## config.mk

```make
export PLATFORM = sky130hd
export DESIGN_NAME = pinIrqMerge
export DESIGN_NICKNAME = d
export VERILOG_FILES = /design/src/rtl/pinIrqPkg.sv /design/src/rtl/pinIrqSync.sv /design/src/rtl/pinIrqCtrl.sv /design/src/rtl/pinIrqDatapath.sv /design/src/rtl/pinIrqMerge.sv
export SDC_FILE = /design/constraint.sdc
export NUM_CORES = 1
export LEC_CHECK = 0
export BUFFER_PORTS_ARGS = -buffer_cell sky130_fd_sc_hd__buf_2
export CORE_MARGIN = 2
export CORE_UTILIZATION = 47
export DETAILED_ROUTE_END_ITERATION = 16
export HOLD_SLACK_MARGIN = 0.15
export PLACE_DENSITY = 0.71
export SYNTH_ARGS = -nofsm -noshare
export SYNTH_HDL_FRONTEND = slang
export SYNTH_SLANG_ARGS = --single-unit
```

## constraint.sdc

```tcl
create_clock -name clk -period 4.3 [get_ports clk]
set_input_delay 1.29 -clock clk [delete_from_list [all_inputs] [get_ports clk]]
set_output_delay 1.29 -clock clk [all_outputs]
set_load 0.005 [all_outputs]
```

## src/rtl/pinIrqPkg.sv

```systemverilog
package pinIrqPkg;
  localparam int PORT_CNT = 2;

  typedef struct packed {
    logic [PORT_CNT-1:0] polWr;
    logic [PORT_CNT-1:0] enWr;
    logic [PORT_CNT-1:0] polRd;
  } regStrobe_t;
endpackage

```

## src/rtl/pinIrqSync.sv

```systemverilog
module pinIrqSync #(
  parameter int W      = 16,
  parameter int STAGES = 2
) (
  input  logic         clk,
  input  logic         rstN,
  input  logic [W-1:0] asyncIn,
  output logic [W-1:0] syncOut
);
  logic [W-1:0] chain [STAGES];

  always_ff @(posedge clk or negedge rstN) begin
    if (!rstN) begin
      for (int s = 0; s < STAGES; s++) chain[s] <= '0;
    end else begin
      chain[0] <= asyncIn;
      for (int s = 1; s < STAGES; s++) chain[s] <= chain[s-1];
    end
  end

  assign syncOut = chain[STAGES-1];
endmodule

```

## src/rtl/pinIrqCtrl.sv

```systemverilog
module pinIrqCtrl import pinIrqPkg::*; #(
  parameter int                ADDR_W   = 8,
  parameter logic [ADDR_W-1:0] POL_BASE = 'h00,
  parameter logic [ADDR_W-1:0] EN_BASE  = 'h04
) (
  input  logic              clk,
  input  logic              rstN,
  input  logic              wrEn,
  input  logic [ADDR_W-1:0] wrAddr,
  input  logic [ADDR_W-1:0] rdAddr,
  output regStrobe_t        stb
);
  for (genvar p = 0; p < PORT_CNT; p++) begin : g_dec
    assign stb.polWr[p] = wrEn && (wrAddr == POL_BASE + ADDR_W'(p));
    assign stb.enWr[p]  = wrEn && (wrAddr == EN_BASE + ADDR_W'(p));
    assign stb.polRd[p] = (rdAddr == POL_BASE + ADDR_W'(p));
  end


  wrOnehot_chk: assert property (@(posedge clk) disable iff (!rstN)
    $onehot0({stb.polWr, stb.enWr}));


  rdOnehot_chk: assert property (@(posedge clk) disable iff (!rstN)
    $onehot0(stb.polRd));
endmodule

```

## src/rtl/pinIrqDatapath.sv

```systemverilog
module pinIrqDatapath import pinIrqPkg::*; #(
  parameter int PORT_W = 8,
  parameter int PIN_N  = PORT_CNT * PORT_W
) (
  input  logic              clk,
  input  logic              rstN,
  input  logic [PIN_N-1:0]  pinIn,
  input  logic [PORT_W-1:0] wrData,
  input  regStrobe_t        stb,
  input  logic              globalEn,
  input  logic              irqAck,
  output logic [PORT_W-1:0] rdData,
  output logic              irqReq
);
  logic [PIN_N-1:0] pinSync;
  logic [PIN_N-1:0] polBits;
  logic [PIN_N-1:0] enBits;
  logic [PIN_N-1:0] qualified;
  logic             anyCond;
  logic             anyPrev;
  logic             orRise;
  logic             reqFf;

  pinIrqSync #(.W(PIN_N), .STAGES(2)) uSync (
    .clk     (clk),
    .rstN    (rstN),
    .asyncIn (pinIn),
    .syncOut (pinSync)
  );

  always_ff @(posedge clk or negedge rstN) begin
    if (!rstN) begin
      polBits <= '0;
      enBits  <= '0;
    end else begin
      for (int p = 0; p < PORT_CNT; p++) begin
        if (stb.polWr[p]) polBits[p*PORT_W +: PORT_W] <= wrData;
        if (stb.enWr[p])  enBits[p*PORT_W +: PORT_W]  <= wrData;
      end
    end
  end

  always_comb begin
    rdData = '0;
    for (int p = 0; p < PORT_CNT; p++)
      if (stb.polRd[p]) rdData = polBits[p*PORT_W +: PORT_W];
  end

  assign qualified = ~(pinSync ^ polBits) & enBits;
  assign anyCond   = |qualified;
  assign orRise    = anyCond && !anyPrev;

  always_ff @(posedge clk or negedge rstN) begin
    if (!rstN) begin
      anyPrev <= 1'b0;
      reqFf   <= 1'b0;
    end else begin
      anyPrev <= anyCond;
      if (orRise)      reqFf <= 1'b1;
      else if (irqAck) reqFf <= 1'b0;
    end
  end

  assign irqReq = reqFf && globalEn;


  setSource_chk: assert property (@(posedge clk) disable iff (!rstN)
    $rose(reqFf) |-> $past(anyCond && !anyPrev));


  ackClear_chk: assert property (@(posedge clk) disable iff (!rstN)
    (irqAck && !orRise) |=> !reqFf);


  enHold_chk: assert property (@(posedge clk) disable iff (!rstN)
    (stb.enWr == '0) |=> $stable(enBits));


  resetIdle_chk: assert property (@(posedge clk) disable iff (!rstN)
    $rose(rstN) |-> (!reqFf && enBits == '0));
endmodule

```

## src/rtl/pinIrqMerge.sv

```systemverilog
module pinIrqMerge import pinIrqPkg::*; #(
  parameter int                PORT_W   = 8,
  parameter int                ADDR_W   = 8,
  parameter logic [ADDR_W-1:0] POL_BASE = 'h00,
  parameter logic [ADDR_W-1:0] EN_BASE  = 'h04
) (
  input  logic                        clk,
  input  logic                        rstN,
  input  logic [PORT_CNT*PORT_W-1:0]  pinIn,
  input  logic                        wrEn,
  input  logic [ADDR_W-1:0]           wrAddr,
  input  logic [PORT_W-1:0]           wrData,
  input  logic [ADDR_W-1:0]           rdAddr,
  output logic [PORT_W-1:0]           rdData,
  input  logic                        globalEn,
  input  logic                        irqAck,
  output logic                        irqReq
);
  localparam int PIN_N = PORT_CNT * PORT_W;

  regStrobe_t stb;

  pinIrqCtrl #(
    .ADDR_W   (ADDR_W),
    .POL_BASE (POL_BASE),
    .EN_BASE  (EN_BASE)
  ) uCtrl (
    .clk    (clk),
    .rstN   (rstN),
    .wrEn   (wrEn),
    .wrAddr (wrAddr),
    .rdAddr (rdAddr),
    .stb    (stb)
  );

  pinIrqDatapath #(.PORT_W(PORT_W), .PIN_N(PIN_N)) uDp (
    .clk      (clk),
    .rstN     (rstN),
    .pinIn    (pinIn),
    .wrData   (wrData),
    .stb      (stb),
    .globalEn (globalEn),
    .irqAck   (irqAck),
    .rdData   (rdData),
    .irqReq   (irqReq)
  );


  gateOff_chk: assert property (@(posedge clk) disable iff (!rstN)
    !globalEn |-> !irqReq);

  for (genvar p = 0; p < PORT_CNT; p++) begin : g_rdChk

    enReadZero_chk: assert property (@(posedge clk) disable iff (!rstN)
      (rdAddr == EN_BASE + ADDR_W'(p)) |-> (rdData == '0));
  end
endmodule

```

# Yosys cells after proc, flatten, opt, wreduce, memory -nomap -nowiden

Cells that the tools add are included.

Flip-flop bits (word level): 66
Input bits: 45
Logic and storage cells: 30

Eq/ne operators: 4
Mux-type cells: 4
Bitwise operators: 3
Reductions and logical operators: 11

Operator list:

| cell               | count |
|---|---|
| $and 16x16->16     | 1 |
| $eq 8x1->1 const B | 2 |
| $eq 8x3->1 const B | 2 |
| $logic_not 8->1    | 2 |
| $mux 8             | 2 |
| $not 16->16        | 1 |
| $reduce_or 16->1   | 1 |
| $xor 16x16->16     | 1 |
| $logic_and 1x1->1  | 6 |
| $mux 1             | 2 |
| $reduce_bool 2->1  | 1 |
| $logic_not 1->1    | 1 |

# Longest topological paths before layout

Gate-level depths: netlist of the first run.

Word-level depth: 6
Depth in mapped cells: 5

# Hierarchy

Synthesis of the first run repeated with hierarchy kept, for this count alone.

Cells, all modules: 176
Area, all modules: 2,560.0 µm²

Modules (own cells, without submodules):

| module         | times used | cells an instance | area each (µm²) | sequential area each (µm²) |
|---|---|---|---|---|
| pinIrqDatapath | 1          | 115               | 1,556.5         | 850.8 |
| pinIrqSync     | 1          | 48                | 920.9           | 800.8 |
| pinIrqCtrl     | 1          | 13                | 82.6            | 0.0 |

# Worst setup path after synthesis of the first run

No wires, ideal clock.

Path kind: input-to-output
Start: input rdAddr[5]
End: output rdData[0]
Arrival time: 2.173 ns
Data required time: 3.010 ns
Path slack: 0.837 ns
Stages on the path: 4
Buffers on the path: 1
Cells stage by stage: nor4_1 -> and3_1 -> clkbuf_1 -> a22o_1

Word-level cells in the longest chain between the ends: 3
Elaborated cells between the ends (all ways): 4

RTL lines:

| item            | line                 | RTL |
|---|---|---|
| from (decl)     | pinIrqMerge.sv:13    | `input logic [ADDR_W-1:0] rdAddr,` |
| $logic_not 8->1 | pinIrqCtrl.sv:16     | `assign stb.polRd[p] = (rdAddr == POL_BASE + ADDR_W'(p));` |
| $mux 8          | pinIrqDatapath.sv:46 | `if (stb.polRd[p]) rdData = polBits[p*PORT_W +: PORT_W];` |
| $mux 8 *        | pinIrqDatapath.sv:46 |  |
| to (decl)       | pinIrqMerge.sv:14    | `output logic [PORT_W-1:0] rdData,` |

Mark *: on every way between the ends. The rest lies on a longest branch, timed or not.

# Worst setup path after layout of the first run

Start: input rdAddr[5]
End: output rdData[5]

The elaborated chain is that of the path after synthesis.

==> results of run 1 <==
-- layout by cell type, fill, tap and decap left out, drive strengths merged, types with 3 or more instances in the layout --
| cell | n |
|---|---|
| a22o | 8 |
| a22oi | 8 |
| buf | 56 |
| clkbuf | 14 |
| dfrtp | 66 |
| inv | 3 |
| mux2 | 32 |
| nand2 | 3 |
| nor2 | 5 |
| nor3 | 3 |
| xnor2 | 16 |
-- state kept, by name, summed over array words and instances (netlist names) --
name / flops
uDp.polBits: 16
uDp.uSync.syncOut: 16
uDp.anyPrev: 1
uDp.enBits: 16
uDp.reqFf: 1
uDp.uSync.chain: 16
-- cells by family (layout without fill, tap and decap cells) --
| logic type | after synthesis | count (layout) | synth area share |
|---|---|---|---|
| flip-flops | 66 | 66 | 0.678 |
| multiplexers | 32 | 32 | 0.148 |
| AND/OR/NAND/NOR | 18 | 18 | 0.0540 |
| AO/OA/AOI/OAI | 17 | 17 | 0.0560 |
| XOR/XNOR | 16 | 16 | 0.0576 |
| buffers and inverters | 4 | 75 | 0.00616 |
-- area by class of cell --
class / instances / area share
Timing Repair Buffer: 56 / 0.0958
Tap cell: 70 / 0.0292
Sequential cell: 66 / 0.550
Multi-Input combinational cell: 83 / 0.256
Inverter: 3 / 0.00375
Clock buffer: 14 / 0.0541
Clock inverter: 2 / 0.0117
-- per-stage QoR --
| step | power [mW] | hold slack, ns |
|---|---|---|
| after global placement | 0.771 | 0.332 |
| final | 1.27 | 0.348 |
| after global routing | 1.33 | 0.358 |
| after floorplan | 0.723 | 0.331 |
| after CTS | 1.29 | 0.349 |
| after detailed placement | 0.774 | 0.335 |
-- power by group --
group | switching, mW | internal (mW)
sequential | 0.0180 | 0.658
combinational | 0.0398 | 0.0448
clock | 0.210 | 0.299
total | 0.268 | 1.00
-- layer usage --
| metal | part of all wire | wire, um | global-route usage |
|---|---|---|---|
| met4 | 0.023 | 98 | 0.0927 |
| met2 | 0.47 | 1980 | 0.250 |
| met5 | 0 | 0 | 0 |
| met3 | 0.047 | 197 | 0.0427 |
| met1 | 0.46 | 1930 | 0.214 |
-- worst max-delay path by stage --
stage          cells after the start   endpoint       from  slack [ns]
4_1_cts                            5  rdData[5]  rdAddr[5]        0.46
3_5_place_dp                       5  rdData[5]  rdAddr[5]        0.44
5_1_grt                            5  rdData[5]  rdAddr[5]        0.32
2_1_floorplan                      4  rdData[0]  rdAddr[5]        0.84
6_report                           5  rdData[5]  rdAddr[5]        0.47
3_3_place_gp                       5  rdData[5]  rdAddr[5]        0.47
==> results.md, run 1 <==
Status:
- The run finished with clean final reports.

STA:
- The routed design could run at a clock period as short as 3.83 ns.
- Across all setup checks in the final design, the least slack found is 0.467 ns.
- At the pin with the least slew margin, the transition time is 0.876 ns.
- Of the available clock period, the critical path in the final layout requires 0.891.
- Setup repair after global routing left no endpoint under its margin.
- The final setup TNS is 0 ns.
- For this run, the top clock speed supported by timing is 261 MHz.
- The hold violation total from the final report is 0.
- The relative slew slack is 0.416.
- The number of pins with negative max-slew slack in the final report is 0.
- The worst clock skew on the final layout is 0.00722 ns.
- The count of final setup violators is 0.

Synth:
- The synthesized area divided by synthesized cell count is 15.9 um2.
- In this run, synthesis produced a sequential element count of 66.
- Of the post-synthesis cell area, the dominant cell type holds 0.678.
- The number of nets handed over by synthesis was 198.
- Ranked by total cell area, the synthesized netlist is headed by dfrtp_1, mux2_2, xnor2_1.
- After synthesis, the share of flip-flops with an asynchronous set or reset is 1.00.
- The top flip-flop cell by instance count after synthesis is dfrtp_1.
- Sorting the synthesized cells by how often they occur yields dfrtp_1, mux2_2, xnor2_1, a22o_1, a22oi_1.
- Yosys instantiated no cell more often than dfrtp_1.
- The largest total area in the synthesized netlist belongs to dfrtp_1.
- The number of cells produced by synthesis is 153.
- The synthesized netlist contains 21 unique library cells.
- After synthesis the cells add up to 2430 um2.
- For this run, the number of Yosys warnings is 0.
- The number of enable-type register cells in the synthesized netlist is 0.
- The share of the yosys chip area belonging to registers is 0.678.

Drt:
- The detailed-route wire length is 4200 um.
- The count of antenna-violating nets left after detailed routing is 0.
- The wire length per cell after detailed routing is 14.3 um.
- The residual DRC count is 0.
- The total via count after detailed routing is 1415.
- For this run, the detailed router's first-pass iteration total came to 3.
- For this block, the initial DRC count from the detailed router was 63.
- After detailed routing, the number of vias per cell comes to 4.81.

Power:
- The cell area power density is 423 nW/um2.
- The maximum vdd ir drop is 0.308 mV.
- The cell leakage power is 1.47 nW.

Finish:
- The area used by multi-input combinational logic is 768 um2.
- The utilization of the core after routing is 0.596.
- The area growth from synthesis to layout is 23.4%.
- The repair_antennas step left the layout with diodes totalling 0.
- The layout cell share with drive strength beyond 1 is 0.469.
- In the final layout, flip-flops and latches occupy 1650 um2.
- The area of all placed cells without fillers is 3000 um2.
- The fill cell total of the finished layout is 418.
- The post-route non-filler standard cell count is 294.
- For this run, the post-layout net count is 264.

Placed design:
- Once detailed placement completed, the half-perimeter wirelength came to 2970 um.
- The instance area after placement is 2810 um2.
- The cell count after placement is 278.
- The post-placement worst setup slack is 0.435 ns.
- The final RePlAce weighted congestion is 0.723.
- The count of input and output buffers is 53.

GRT:
- In the global route stage, overall resource usage came out at 0.164.
- Entering global routing, the biggest net connects 43 pins.
- The wire length of the first global-routing pass is 7190 um.
- The initial antenna violation count is 0.
- The via count of the first global-routing pass is 1536.
- The overall overflow remaining after global route is 0.

Setup path:
- The critical path is of the in -> out type.
- The critical path startpoint category is an input port.
- In this run the worst path has a maximum fanout of 8.
- The signal on the critical path passes through buf_2, nor4_1, and3_1, a22o_1, buf_2.
- Among all stages on the critical path, the largest delay is contributed by and3_1.
- Grouping stages by cell kind, the critical path spends the most delay in simple AND/OR/NAND/NOR gates.
- In this design, the stage delay of the slowest critical-path cell is 0.50 ns.
- The worst setup slack for register-to-register paths is 3.01 ns.
- The cell seen most often among critical-path stages is buf_2.
- At the worst endpoint, the required time is 3.01 ns.
- The worst reg-to-reg path cell count is 5.
- In this run the critical register-to-register path is captured at uDp.reqFf.
- STA classifies the critical path endpoint as an output port.
- The critical register-to-register path startpoint is uDp.polBits[15].
- At the worst endpoint, the arrival time is 2.54 ns.
- Together, buffers and inverters on the worst path number 2.

Floorplanning:
- The die area is 5770 um2.
- After floorplanning, the core was divided into 26 placement rows.
- For this configuration, the core starts out at a cell density of 0.483.
- In this run the vertical extent of the chip is 76.0 um.
- The number of top-level pins is 54.
- After floorplanning, the core was sized to cover 5040 um2.
- The die boundary width is 76.0 um.

Clock tree:
- The H-tree was split into 3 levels.
- The clock reaches the later pin of the worst-skew pair after 0.33 ns.
- The number of clock sinks is 66.
- The TritonCTS clock tree is built.
- No sink is reached through more buffers than the 2 on the longest clock path.
- The number of buffers created by CTS is 9.
- The post-cts repair resize count is 0.
- The post-cts hold buffer count is 0.
- The buffer count from post-CTS setup fixing is 0.
- Clock-pin slew was measured on the worst setup and hold paths at 0.06 ns.
- The master cell of the clock root buffer is clkbuf_8.

Worst hold path:
- The worst hold-check path type is reg -> reg.
- The path with the worst hold slack has its endpoint at uDp.uSync.syncOut[7].
- The startpoint identified for the worst hold timing path is uDp.uSync.chain[23].
- The number of stages on the worst hold path is 0.

Run:
- The tool flagged a number of max-cap violations equal to 0.
(Power assumes the default switching activity.)
==> run 2: changes to the inputs <==
--- a/config.mk
+++ b/config.mk
@@ -8,6 +8,7 @@
 export BUFFER_PORTS_ARGS = -buffer_cell sky130_fd_sc_hd__buf_2
 export CORE_MARGIN = 2
 export CORE_UTILIZATION = 47
+export CTS_BUF_LIST = sky130_fd_sc_hd__clkbuf_4
 export DETAILED_ROUTE_END_ITERATION = 16
 export HOLD_SLACK_MARGIN = 0.15
 export PLACE_DENSITY = 0.71
==> run 2 against run 1 <==
Effect of this change:
- power down 9.5%
- first-iteration DRC count decreased by 7.9%
- clock skew is 0.0048 ns higher
- register-to-register slack about the same
- global-route usage hardly changed
- routed wire length fell by 0.81%
- critical path type unchanged
- flip-flop and latch count unchanged
- clock-buffer cell count down 2
==> results.md, run 2 (synthesis results as in run 1) <==
Status:
- The flow ran to the end, and the final reports show no timing, DRC or antenna violations.

GRT:
- The via count of the first global-routing pass is 1557 (+1.4%).
- The global routing usage summed across all routing layers was 0.163 (-0.000259).
- The wire length of the first global-routing pass is 7110 um (-1.1%).
- The initial antenna violation count is 0 (unchanged).
- The maximum number of pins on one net before global-route repair came to 43 (unchanged).
- The overall overflow remaining after global route is 0 (unchanged).

Finish:
- The fill cell total of the finished layout is 423 (+1.2%).
- In the layout the commonest cells are dfrtp_1, buf_2, mux2_2.
- The utilization of the core after routing is 0.583 (-0.0129).
- The area added between synthesis and finish is 20.7%.
- The total inserted antenna cells is 0 (unchanged).
- The commonest non-fill, non-tap cell in the layout is dfrtp_1.
- The layout cell share with drive strength beyond 1 is 0.473 (+0.00446).
- The count of nets after finishing is 264 (unchanged).

Setup path:
- The start-to-end type of the worst setup path is in -> out.
- The arrival time at the worst endpoint is 2.54 ns (about the same).
- The nature of the critical path endpoint is an output port.
- By instance count, the cell type seen most on the critical path is buf_2.
- The cell with the largest stage delay on the worst path is and3_1.
- The data required time at the worst endpoint is 3.01 ns (about the same).
- Traced cell by cell, the critical path runs through buf_2, nor4_1, and3_1, a22o_1, buf_2.
- The highest fanout seen on the critical path is 8 (unchanged).
- The delay of the slowest cell on the worst path was 0.50 ns (about the same).
- STA classifies the critical path startpoint as an input port.

STA:
- The final setup TNS is 0 ns (unchanged).
- Setup repair after global routing left no endpoint under its margin.
- The count of final setup violators came to 0 (unchanged).
- The hold violation total from the final report came to 0 (unchanged).
- The post-route minimum period is 3.83 ns (-0.00158 ns).
- The transition time of the tightest slew-check pin is 0.883 ns (+0.00742 ns).
- The relative slew slack is 0.411 (-0.00494).
- The worst clock skew on the final layout is 0.0120 ns (+0.00479 ns).
- The upper clock frequency limit is 261 MHz (about the same).
- The final period utilization came to 0.891 (about the same).
- The number of pins with negative max-slew slack in the final report is 0 (unchanged).

Power:
- The clock power share was 0.339 (-0.062).
- The cell area power density was 391 nW/um2 (-7.5%).
- The reported net switching power is 0.254 mW (-5.0%).
- The cell-internal power was 0.894 mW (-11%).
- The cell leakage power is 1.45 nW (-1.6%).
- The combinational share of power is 0.074 (+0.007).
- The maximum vdd ir drop is 0.367 mV (+19%).
- The sequential share of power is 0.587 (+0.055).
- The switching portion of total power is 0.222 (+0.0106).

Clock tree:
- The post-cts repair resize count is 0 (unchanged).
- The clock latency reported for the late side of the worst-skew pair was 0.40 ns (+0.07 ns).
- The total number of H-tree levels is 3 (unchanged).
- The clock edge transition at the registers on the reported setup and hold paths was 0.09 ns (+0.03 ns).
- The number of clock sinks is 66 (unchanged).
- The number of buffers created by CTS was 9 (unchanged).
- Clock tree synthesis selected as its root buffer the cell clkbuf_4.
- The buffer count from post-CTS setup fixing is 0 (unchanged).
- The post-cts hold buffer count came to 0 (unchanged).
- The number of buffers on the longest clock path is 2 (unchanged).
- TritonCTS built the clock tree.

Floorplanning:
- The number of placement rows came to 26 (unchanged).
- The number of top-level pins is 54 (unchanged).
- The overall die height is 76.0 um (unchanged).
- The die boundary width is 76.0 um (unchanged).
- The die area is 5770 um2 (unchanged).
- The initial standard-cell utilization of the core came to 0.483 (unchanged).
- The core region area is 5040 um2 (unchanged).

Drt:
- The total via count after detailed routing is 1452 (+2.6%).
- The iteration count of the initial detailed-routing pass is 4 (+1).
- The via-per-instance ratio is 4.94 (+2.6%).
- The count of antenna-violating nets left after detailed routing is 0 (unchanged).
- The residual DRC count came to 0 (unchanged).
- The DRC marker count from the first detailed-route iteration came to 58 (-7.9%).
- The detailed-route wire length came to 4170 um (-0.81%).
- The wire length per cell after detailed routing is 14.2 um (-0.81%).

Run:
- The number of maximum-capacitance violations came to 0 (unchanged).

Worst hold path:
- The worst hold-check path type is reg -> reg.

Placed design:
- The final RePlAce weighted congestion is 0.723 (unchanged).
- The sum of net half-perimeters after detailed placement is 2970 um (unchanged).
- The count of input and output buffers was 53 (unchanged).
run 2: cell type report:
class | instances | area, um2 | share of cell area
clock buffer | 12 | 90.1 | 0.0307
clock inverter | 4 | 42.5 | 0.0145
inverter | 3 | 11.3 | 0.00383
multi-input combinational | 83 | 768 | 0.261
sequential | 66 | 1650 | 0.562
tap | 70 | 87.6 | 0.0298
timing repair buffer | 56 | 288 | 0.0979
run 2: metrics by stage:
stage | power (mW) | hold WS, ns | worst slack, ns | instance area (um2) | cells
after floorplan | 0.723 | 0.331 | 0.837 | 2430 | 153
after detailed placement | 0.774 | 0.335 | 0.435 | 2810 | 278
after CTS | 1.17 | 0.356 | 0.459 | 2940 | 294
after global routing | 1.21 | 0.365 | 0.320 | 2940 | 294
final | 1.15 | 0.355 | 0.468 | 2940 | 294
after global placement | 0.771 | 0.332 | 0.467 | 2810 | 278
run 2: routing by layer:
layer	global-route usage	wire [um]	part of all wire	vias up
met5	0	0	0	-
li1	-	-	-	684
met3	0.0427	234	0.056	8
met1	0.208	1850	0.44	715
met4	0.104	89	0.021	0
met2	0.251	1990	0.48	45
run 2: path summary, 6_finish.rpt:
path	endpoint	slack [ns]	start	cells after the start
setup / recovery	rdData[5]	0.47	rdAddr[5]	5
hold / removal	uDp.uSync.syncOut[7]	0.35	uDp.uSync.chain[23]	0
setup reg to reg	uDp.reqFf	3.00	uDp.polBits[15]	5
hold reg to reg	uDp.uSync.syncOut[7]	0.35	uDp.uSync.chain[23]	0
max in group asynchronous	uDp.uSync.chain[17]	2.57	rstN	2
min in group asynchronous	uDp.enBits[7]	1.01	rstN	1
run 2: critical path, delay by kind of cell:
kind,cells,cell delay (ns)
buffers and inverters,2,0.20
AOI/OAI and AO/OA,1,0.23
and+or+nand+nor,2,0.82
run 2: power by group through the flow:
stage	logic (mW)	clock network, mW	registers (mW)
finish	0.0846	0.389	0.675
global route	0.0963	0.433	0.679
CTS	0.0869	0.406	0.675
detailed placement	0.0866	0	0.688
global placement	0.0847	0	0.686
floorplan	0.0402	0	0.683
